### config.mk
export PLATFORM = sky130hd
export DESIGN_NAME = vbc_broadcast_unit
export DESIGN_NICKNAME = d
export VERILOG_FILES = /design/src/rtl/vbc_pkg.sv /design/src/rtl/vbc_decode.sv /design/src/rtl/vbc_index.sv /design/src/rtl/vbc_lane_bcast.sv /design/src/rtl/vbc_broadcast_unit.sv
export SDC_FILE = /design/constraint.sdc
export NUM_CORES = 1
export LEC_CHECK = 0
export ABC_CLOCK_PERIOD_IN_PS = 2590
export BUFFER_PORTS_ARGS = -buffer_cell sky130_fd_sc_hd__buf_2
export CELL_PAD_IN_SITES_DETAIL_PLACEMENT = 0
export CELL_PAD_IN_SITES_GLOBAL_PLACEMENT = 1
export CORE_MARGIN = 2
export CORE_UTILIZATION = 29
export DETAILED_ROUTE_END_ITERATION = 10
export PLACE_DENSITY_LB_ADDON = 0.1
export SYNTH_ARGS = -nofsm -noshare
export SYNTH_HDL_FRONTEND = slang
export SYNTH_SLANG_ARGS = --single-unit
### constraint.sdc
create_clock -name clk -period 2.59 [get_ports clk]
set_clock_uncertainty 0.15 [all_clocks]
set_input_delay 0 -clock clk [delete_from_list [all_inputs] [get_ports clk]]
set_output_delay 0 -clock clk [all_outputs]
set_load 0.005 [all_outputs]
### src/rtl/vbc_pkg.sv
package vbc_pkg;
   typedef enum logic [1:0] {
      ESZ_8  = 2'd0,
      ESZ_16 = 2'd1,
      ESZ_32 = 2'd2,
      ESZ_64 = 2'd3
   } esize_e;

   typedef struct packed {
      logic       legal;
      logic       from_imm;
      esize_e     size;
      logic [3:0] imm_idx;
   } vbc_dec_t;

   // Fixed opcode fields; these values are what the decoder keys on.
   localparam logic [14:0] REG_FORM_HI = 15'b011100010010001;
   localparam logic [16:0] IMM_FORM_HI = 17'b01110010111101111;
   localparam int          NUM_SIZES   = 4;
endpackage

### src/rtl/vbc_decode.sv
module vbc_decode
   import vbc_pkg::*;
#(
   parameter int INSTR_W = 32
) (
   input  logic [INSTR_W-1:0] instr,
   output vbc_dec_t           dec
);
   if (INSTR_W != 32) begin : g_bad_instr_w
      $error("vbc_decode: INSTR_W must be 32");
   end

   // Register-number fields carry no meaning for this unit.
   wire unused_fields = ^instr[9:0];

   always_comb begin
      dec = '0;
      if (instr[31:17] == REG_FORM_HI) begin
         dec.legal    = 1'b1;
         dec.from_imm = 1'b0;
         dec.size     = esize_e'(instr[16:15]);
      end else if (instr[31:15] == IMM_FORM_HI) begin
         dec.from_imm = 1'b1;
         casez (instr[14:11])
            4'b0???: begin
               dec.legal   = 1'b1;
               dec.size    = ESZ_8;
               dec.imm_idx = instr[13:10];
            end
            4'b10??: begin
               dec.legal   = 1'b1;
               dec.size    = ESZ_16;
               dec.imm_idx = {1'b0, instr[12:10]};
            end
            4'b110?: begin
               dec.legal   = 1'b1;
               dec.size    = ESZ_32;
               dec.imm_idx = {2'b00, instr[11:10]};
            end
            4'b1110: begin
               dec.legal   = 1'b1;
               dec.size    = ESZ_64;
               dec.imm_idx = {3'b000, instr[10]};
            end
            default: dec.legal = 1'b0;
         endcase
      end
   end
endmodule

### src/rtl/vbc_index.sv
module vbc_index
   import vbc_pkg::*;
#(
   parameter int VEC_W    = 128,
   parameter int SCALAR_W = 64,
   localparam int MAX_LANES = VEC_W / 8,
   localparam int IDX_W     = $clog2(MAX_LANES)
) (
   input  vbc_dec_t            dec,
   input  logic [SCALAR_W-1:0] scalar,
   output logic [IDX_W-1:0]    idx
);
   if (SCALAR_W < IDX_W) begin : g_bad_scalar_w
      $error("vbc_index: SCALAR_W narrower than the lane index");
   end
   if (IDX_W != 4) begin : g_bad_idx_w
      $error("vbc_index: immediate fields assume a 16-lane byte view");
   end

   wire unused_scalar_hi = ^scalar[SCALAR_W-1:IDX_W];

   logic [IDX_W-1:0] raw;
   logic [IDX_W-1:0] mask;

   always_comb begin
      raw  = dec.from_imm ? dec.imm_idx : scalar[IDX_W-1:0];
      // lane count halves per size step; mask = lanes - 1
      mask = IDX_W'((MAX_LANES >> dec.size) - 1);
      idx  = raw & mask;
   end
endmodule

### src/rtl/vbc_lane_bcast.sv
module vbc_lane_bcast #(
   parameter int VEC_W = 128,
   parameter int EW    = 8,
   localparam int LANES = VEC_W / EW,
   localparam int SEL_W = (LANES > 1) ? $clog2(LANES) : 1
) (
   input  logic [VEC_W-1:0] vec,
   input  logic [SEL_W-1:0] sel,
   output logic [VEC_W-1:0] dout
);
   if (VEC_W % EW != 0 || LANES < 2) begin : g_bad_ew
      $error("vbc_lane_bcast: EW must split VEC_W into at least two lanes");
   end

   logic [EW-1:0] lane [LANES];
   logic [EW-1:0] elem;

   for (genvar k = 0; k < LANES; k++) begin : g_unpack
      assign lane[k] = vec[k*EW +: EW];
   end

   assign elem = lane[sel];
   assign dout = {LANES{elem}};
endmodule

### src/rtl/vbc_broadcast_unit.sv
module vbc_broadcast_unit
   import vbc_pkg::*;
#(
   parameter int VEC_W    = 128,
   parameter int SCALAR_W = 64,
   parameter int INSTR_W  = 32,
   localparam int IDX_W   = $clog2(VEC_W / 8)
) (
   input  logic                clk,
   input  logic                rst_n,
   input  logic                in_valid,
   input  logic [INSTR_W-1:0]  instr,
   input  logic [VEC_W-1:0]    vec_src,
   input  logic [SCALAR_W-1:0] scalar_idx,
   output logic                out_valid,
   output logic                illegal,
   output logic [VEC_W-1:0]    out_data
);
   if (VEC_W != 128) begin : g_bad_vec_w
      $error("vbc_broadcast_unit: encodings define a 128-bit vector");
   end

   vbc_dec_t         dec;
   logic [IDX_W-1:0] idx;
   logic [VEC_W-1:0] cand [NUM_SIZES];
   logic [VEC_W-1:0] result;

   vbc_decode #(.INSTR_W(INSTR_W)) u_dec (
      .instr (instr),
      .dec   (dec)
   );

   vbc_index #(.VEC_W(VEC_W), .SCALAR_W(SCALAR_W)) u_idx (
      .dec    (dec),
      .scalar (scalar_idx),
      .idx    (idx)
   );

   for (genvar g = 0; g < NUM_SIZES; g++) begin : g_size
      localparam int EW = 8 << g;
      localparam int SW = $clog2(VEC_W / EW);
      vbc_lane_bcast #(.VEC_W(VEC_W), .EW(EW)) u_bc (
         .vec  (vec_src),
         .sel  (idx[SW-1:0]),
         .dout (cand[g])
      );
   end

   assign result = cand[dec.size];

   always_ff @(posedge clk) begin
      if (!rst_n) begin
         out_valid <= 1'b0;
         illegal   <= 1'b0;
         out_data  <= '0;
      end else begin
         out_valid <= in_valid & dec.legal;
         illegal   <= in_valid & ~dec.legal;
         if (in_valid && dec.legal) begin
            out_data <= result;
         end
      end
   end
endmodule

Word-level counts from Yosys, hierarchy flattened
Index checks and enable logic that the tools add are counted.
{"block": "word_totals", "ff_bits": 130, "in_bits": 227, "output_inout_bits": 130, "elab_cells": 48}
{"block": "op_classes", "addsub": 1, "magnitude_cmp": 5, "eq_ne": 5, "shifts": 1, "n_mux": 21, "n_bitwise": 10, "n_reduce_logical": 2}
{"operator": "binary-select mux 128 bit (select 2 bit)", "n": 1}
{"operator": "2-to-1 mux 128 bit", "n": 2}
{"operator": "2-to-1 mux 64 bit", "n": 3}
{"operator": "binary-select mux 32 bit (select 2 bit)", "n": 1}
{"operator": "2-to-1 mux 32 bit", "n": 2}
{"operator": "binary-select mux 16 bit (select 3 bit)", "n": 1}
{"operator": "binary-select mux 8 bit (select 4 bit)", "n": 1}
{"operator": "2-to-1 mux 16 bit", "n": 2}
{"operator": "2-to-1 mux 8 bit", "n": 3}
{"operator": "case mux 6 bit (4 select lines)", "n": 1}
{"operator": "equality test 17 x 16 -> 1 bit, second input constant", "n": 1}
{"operator": "equality test 15 x 14 -> 1 bit, second input constant", "n": 1}
{"operator": "2-to-1 mux 4 bit", "n": 3}
{"operator": ">= comparator 3 bit, second input constant", "n": 2}
{"operator": "NOT 2 -> 3 bit", "n": 2}
{"operator": ">= comparator 5 bit, second input constant", "n": 1}
{"operator": "NOT 4 -> 5 bit", "n": 1}
{"operator": "right shift 5 x 2 -> 4 bit, first input constant", "n": 1}
{"operator": "bitwise AND 4 bit", "n": 1}
{"operator": "equality test 4 bit, second input constant", "n": 1}
{"operator": ">= comparator 4 bit, second input constant", "n": 1}
{"operator": "NOT 3 -> 4 bit", "n": 1}
{"operator": "OR reduction 4 bit", "n": 1}
{"operator": "subtractor 4 x 2 -> 4 bit, second input constant", "n": 1}
{"operator": "other kinds (8)", "n": 10}

Longest topological paths before layout
{"block": "depth", "ltp_word": 15, "depth_mapped": 13, "ltp_nobuf": 9}

By module
From an unflattened synthesis, not the netlist that was laid out.
{"block": "unflattened", "hier_cells": 1385, "hier_area_um2": 15182.1}
{"mod": "vbc_broadcast_unit", "n_inst": 1, "cells_each": 719, "area_per_inst_um2": 7946.4, "seq_area_each_um2": 2602.5}
{"mod": "vbc_lane_bcast (g_size[0].u_bc)", "n_inst": 1, "cells_each": 190, "area_per_inst_um2": 1934.4, "seq_area_each_um2": 0.0}
{"mod": "vbc_lane_bcast (g_size[1].u_bc)", "n_inst": 1, "cells_each": 169, "area_per_inst_um2": 1911.8, "seq_area_each_um2": 0.0}
{"mod": "vbc_lane_bcast (g_size[3].u_bc)", "n_inst": 1, "cells_each": 135, "area_per_inst_um2": 1557.7, "seq_area_each_um2": 0.0}
{"mod": "vbc_lane_bcast (g_size[2].u_bc)", "n_inst": 1, "cells_each": 135, "area_per_inst_um2": 1535.2, "seq_area_each_um2": 0.0}
{"mod": "vbc_decode", "n_inst": 1, "cells_each": 30, "area_per_inst_um2": 236.5, "seq_area_each_um2": 0.0}
{"mod": "vbc_index", "n_inst": 1, "cells_each": 7, "area_per_inst_um2": 60.1, "seq_area_each_um2": 0.0}

Worst setup path before layout
Ideal clock, no wire load.
{"block": "synth_path", "kind": "input -> register", "from": "input port instr[19]", "to": "register out_data[109]", "setup_ps": 132, "t_arrival_ps": 2237, "required_time_ps": 2308, "setup_slack_ps": 72, "stages": 11, "path_buffers": 2, "cell_sequence": "and4bb_1 -> and4_1 -> buf_4 -> and2_1 -> nor2_1 -> buf_4 -> a211oi_1 -> a211oi_1 -> or4_4 -> o31ai_4 -> a31oi_1"}
{"block": "synth_between", "elab_chain_cells": 13, "elab_cells_between_ends": 30, "cone_classes": "add/sub (1); eq/ne (2); shift (1); mux (19); bitwise (6); reduce/logical (1)"}
{"item": "start: declaration", "line_no": "vbc_broadcast_unit.sv:12", "rtl": "input logic [INSTR_W-1:0] instr,"}
{"item": "equality test 17 x 16 -> 1 bit", "line_no": "vbc_decode.sv:22", "rtl": "end else if (instr[31:15] == IMM_FORM_HI) begin"}
{"item": "2-to-1 mux 8 bit", "line_no": "vbc_decode.sv:22"}
{"item": "2-to-1 mux 4 bit", "line_no": "vbc_decode.sv:18", "rtl": "if (instr[31:17] == REG_FORM_HI) begin"}
{"item": "right shift 5 x 2 -> 4 bit", "line_no": "vbc_index.sv:28", "rtl": "mask = IDX_W'((MAX_LANES >> dec.size) - 1);"}
{"item": "subtractor 4 x 2 -> 4 bit", "line_no": "vbc_index.sv:28"}
{"item": "bitwise AND 4 bit", "line_no": "vbc_index.sv:29", "rtl": "idx = raw & mask;"}
{"item": "NOT 4 -> 5 bit (implied by the code), or another cell as far along", "line_no": "vbc_lane_bcast.sv:22", "rtl": "assign elem = lane[sel];"}
{"item": "binary-select mux 8 bit (select 4 bit), or another cell as far along", "line_no": "vbc_lane_bcast.sv:22"}
{"item": "2-to-1 mux 8 bit (implied by the code), or another cell as far along (2 in a row)", "line_no": "vbc_lane_bcast.sv:22"}
{"item": "binary-select mux 128 bit (select 2 bit)", "line_no": "vbc_broadcast_unit.sv:49", "rtl": "assign result = cand[dec.size];"}
{"item": "2-to-1 mux 128 bit (implied by the code) (2 in a row)", "line_no": "vbc_broadcast_unit.sv:49"}
{"item": "end signal: assignment", "line_no": "vbc_broadcast_unit.sv:60", "rtl": "out_data <= result;"}
{"item": "end: declaration", "line_no": "vbc_broadcast_unit.sv:17", "rtl": "output logic [VEC_W-1:0] out_data"}
Several ways; a longest one is shown, not always the timed one. The select of a mux whose other input is x is not followed.
A chain may end at the register's enable or synchronous reset.

Worst setup path after layout
{"block": "layout_path", "from": "input port instr[19]", "to": "register out_data[77]"}
Same word-level chain as after synthesis.

==> out/results.tsv <==
stage	metric	value	unit
logic_synthesis	synth_edf_count	0	
placed_design	place_congestion	0.935	
global_routing	antenna_found_initial	4	
die	core-area	26200	um^2
logic_synthesis	synth_top_area_share	17.0	%
timing	fin_setup_tns	0	ps
logic_synthesis	synth-seq-cells	66	
global_routing	grt_pass1_wl	58000	um
critical_path	reg2regPathDepth	2	
timing	setup_viol	0	
timing	slew_viol_final	0	
critical_path	slowest_delay	550	ps
routing	drtIter0Drc	867	
final_layout	layout.cells.non_filler	1965	
min_path	hp-class	input port to register	
clock_tree	cts-root-buf	clkbuf_16	
die	rows	59	
logic_synthesis	netlist_area	7770	um^2
critical_path	startpoint	instr[19]	
routing	routed_wl	37900	um
logic_synthesis	synth.distinct_cells	72	
routing	wl_per_cell	19.3	um
clock_tree	cts_made_buffers	9	
die	boundaryPins	357	
critical_path	crit_chain	buf_2 > and4bb_1 > and4_1 > buf_12 > o21a_4 > o21ai_2 > buf_4 > a211oi_1 > a211oi_1 > or4_4 > o31ai_4 > a31oi_1	
logic_synthesis	ys_top_cells_by_area	dfxtp_1 (17%), nand2_1 (11%), buf_4 (7.1%)	
power_and_ir_drop	power.density	301	nW/um^2
critical_path	arrival	2580	ps
logic_synthesis	postSynthAreaPerCell	6.51	um^2
die	dieArea	28100	um^2
placed_design	pre_cts_slack	-403	ps
clock_tree	clkSlewWorstSetupHoldPaths	70	ps
global_routing	grt_usage	26.0	%
placed_design	port_buffers	286	
clock_tree	clockBufferDepth	2	
logic_synthesis	synthesis.nets	1421	
final_layout	layout.nets	1849	
global_routing	grt_pass1_vias	10070	
die	die_w	168	um
critical_path	critPathKind	input port to register	
critical_path	cp-end-kind	register	
logic_synthesis	yosys_warnings	0	
timing	fin_crit_sh	96.6	%
logic_synthesis	yosys.area.top_type	dfxtp_1	
clock_tree	clock_sinks	66	
critical_path	required	2670	ps
power_and_ir_drop	p_total	3.54	mW
timing	finalCriticalPeriod	2500	ps
routing	drc	0	
critical_path	cp_common_cell	a211oi_1	
die	die_y	168	um
clock_tree	cts-htree-levels	3	
final_layout	layout-drive-gt1-share	35.2	%
timing	fin_ws	88.4	ps
power_and_ir_drop	ir_drop	0.216	mV
logic_synthesis	ys.flop_type	dfxtp_1	
clock_tree	cts_tree	done	
die	initial_core_util	29.7	%
routing	vias_per_cell	5.42	
placed_design	place_inst	1854	
critical_path	critPathSlowestCell	or4_4	
power_and_ir_drop	power.leakage	5.50	nW
critical_path	cp_max_fo	9	
critical_path	r2r-start	out_data[89]	
timing	finalHoldViolCount	0	
logic_synthesis	synth_seq_area_share	17.0	%
routing	vias	10659	
min_path	whs_path_depth	4	
global_routing	grt_max_degree	39	
routing	drt_pass1_iterations	5	
final_layout	area_delta_synth_final	51.2	%
placed_design	post-dp-hpwl	29200	um
status	status	finished clean	
timing	grt_setup_unrepaired	true	
run	max_cap_viol_count	0	
timing	relSlewSlack	58.6	%
logic_synthesis	ys_async_sr_fraction	0	%
timing	fmax	0.400	GHz
logic_synthesis	syn_inst	1194	
clock_tree	clock_latency	350	ps
global_routing	grt_overflow	0	
critical_path	start_kind	input port	
routing	final_antenna_net_count	0	
timing	worst_slew_pin_slew	621	ps
min_path	hp-start	vec_src[98]	
[synthesized netlist by cell type (all sizes together) (5+ instances only)]
master and number:
mux2i 37, clkbuf 31, a32o 5, and3 29, a21oi 64, a221oi 7, o221a 9, inv 28
buf 127, nand4 8, o221ai 6, o31ai 6, nor2 108, dfxtp 66, nand3 66, a311oi 12
and2 6, a31oi 44, a211oi 36, o211ai 50, o21ai 124, or3 5, nor3 21, nor4 10
a211o 8, nand2 229
[layout by cell type (no fill, tap or decap), drive strengths merged, types with 4 or more instances in the layout]
cell type / synthesis / final
a211o: 8 / 8
a211oi: 36 / 36
a21boi: 4 / 4
a21o: 4 / 4
a21oi: 64 / 64
a221oi: 7 / 7
a311oi: 12 / 12
a31oi: 44 / 44
a32o: 5 / 5
and2: 6 / 6
and3: 29 / 29
and4: 4 / 4
buf: 127 / 494
clkbuf: 31 / 10
dfxtp: 66 / 66
dlygate4sd3: 0 / 80
inv: 28 / 29
mux2: 4 / 4
mux2i: 37 / 37
nand2: 229 / 229
nand3: 66 / 66
nand4: 8 / 8
nor2: 108 / 108
nor3: 21 / 21
nor4: 10 / 10
o211ai: 50 / 50
o21ai: 124 / 125
o221a: 9 / 9
o221ai: 6 / 6
o22ai: 4 / 4
o31ai: 6 / 6
or3: 5 / 5
[final timing paths]
path,end,slack (ps)
hold reg to reg,out_data[84],400
setup / recovery,out_data[77],90
hold / removal,out_data[98],10
setup reg to reg,out_data[89],1710
[report_power, final]
group          internal (mW)  switching [mW]  leakage [nW]  total (mW)
registers               1.02        0.000172         0.532        1.02
logic                  0.548           0.631          4.82        1.18
clock network          0.776           0.569         0.149        1.34
total                   2.34            1.20          5.50        3.54
[critical path: cells and delay by family]
kind	cells	cell delay, ps
buf+inv	3	430
compound gates	6	1050
simple gates	3	1080
[flip-flops by register name (all words and copies together) (netlist names)]
register   flops
out_valid      1
out_data      64
illegal        1
[layer usage]
metal | GRT usage (%) | vias to the layer above | share of wire, %
met3 | 4.42 | 58 | 7.1
met2 | 40.7 | 467 | 44
met4 | 7.67 | 4 | 2.1
met1 | 36.6 | 4959 | 47
met5 | 0 | - | 0.071
li1 | - | 5171 | -
[what timing repair did]
item	4_1_cts	5_1_grt
resized for setup	2	32
hold buffers	80	0
endpoints found under the setup margin	8	60
gates cloned	0	1
hold endpoints to repair	48	0
pin swaps	1	8
buffers inserted	0	11
[logic make-up (layout without fill, tap and decap cells)]
kind of cell,count (synthesis),count (layout),share of synthesized area (%)
AOI/OAI and AO/OA,400,401,34.6
buffers and inverters,186,618,13.5
DFF,66,66,17.0
muxes,41,41,5.35
other,0,3,0
and+or+nand+nor,501,501,29.6
[area by class of cell]
cell class              instances  area, um^2
repair buffers                574        3980
inverters                      28         105
fillers                      2809       14500
clock buffers                  10         239
multi-input cells             943        5620
flip-flops and latches         66        1320
clock inverters                 6        65.1
well taps                     335         419
diodes                          3        7.51
[per-stage QoR]
stage | instance area (um^2) | hold WS [ps] | utilization (%)
after floorplan | 7770 | -4.08 | -
after global placement | 10400 | 98.5 | 39.6
after detailed placement | 10400 | 103 | 39.6
after CTS | 11500 | 3.17 | 43.8
after global routing | 11800 | 30.6 | 44.8
final | 11800 | 10.1 | 44.9
Power figures use the tool's default switching activity.
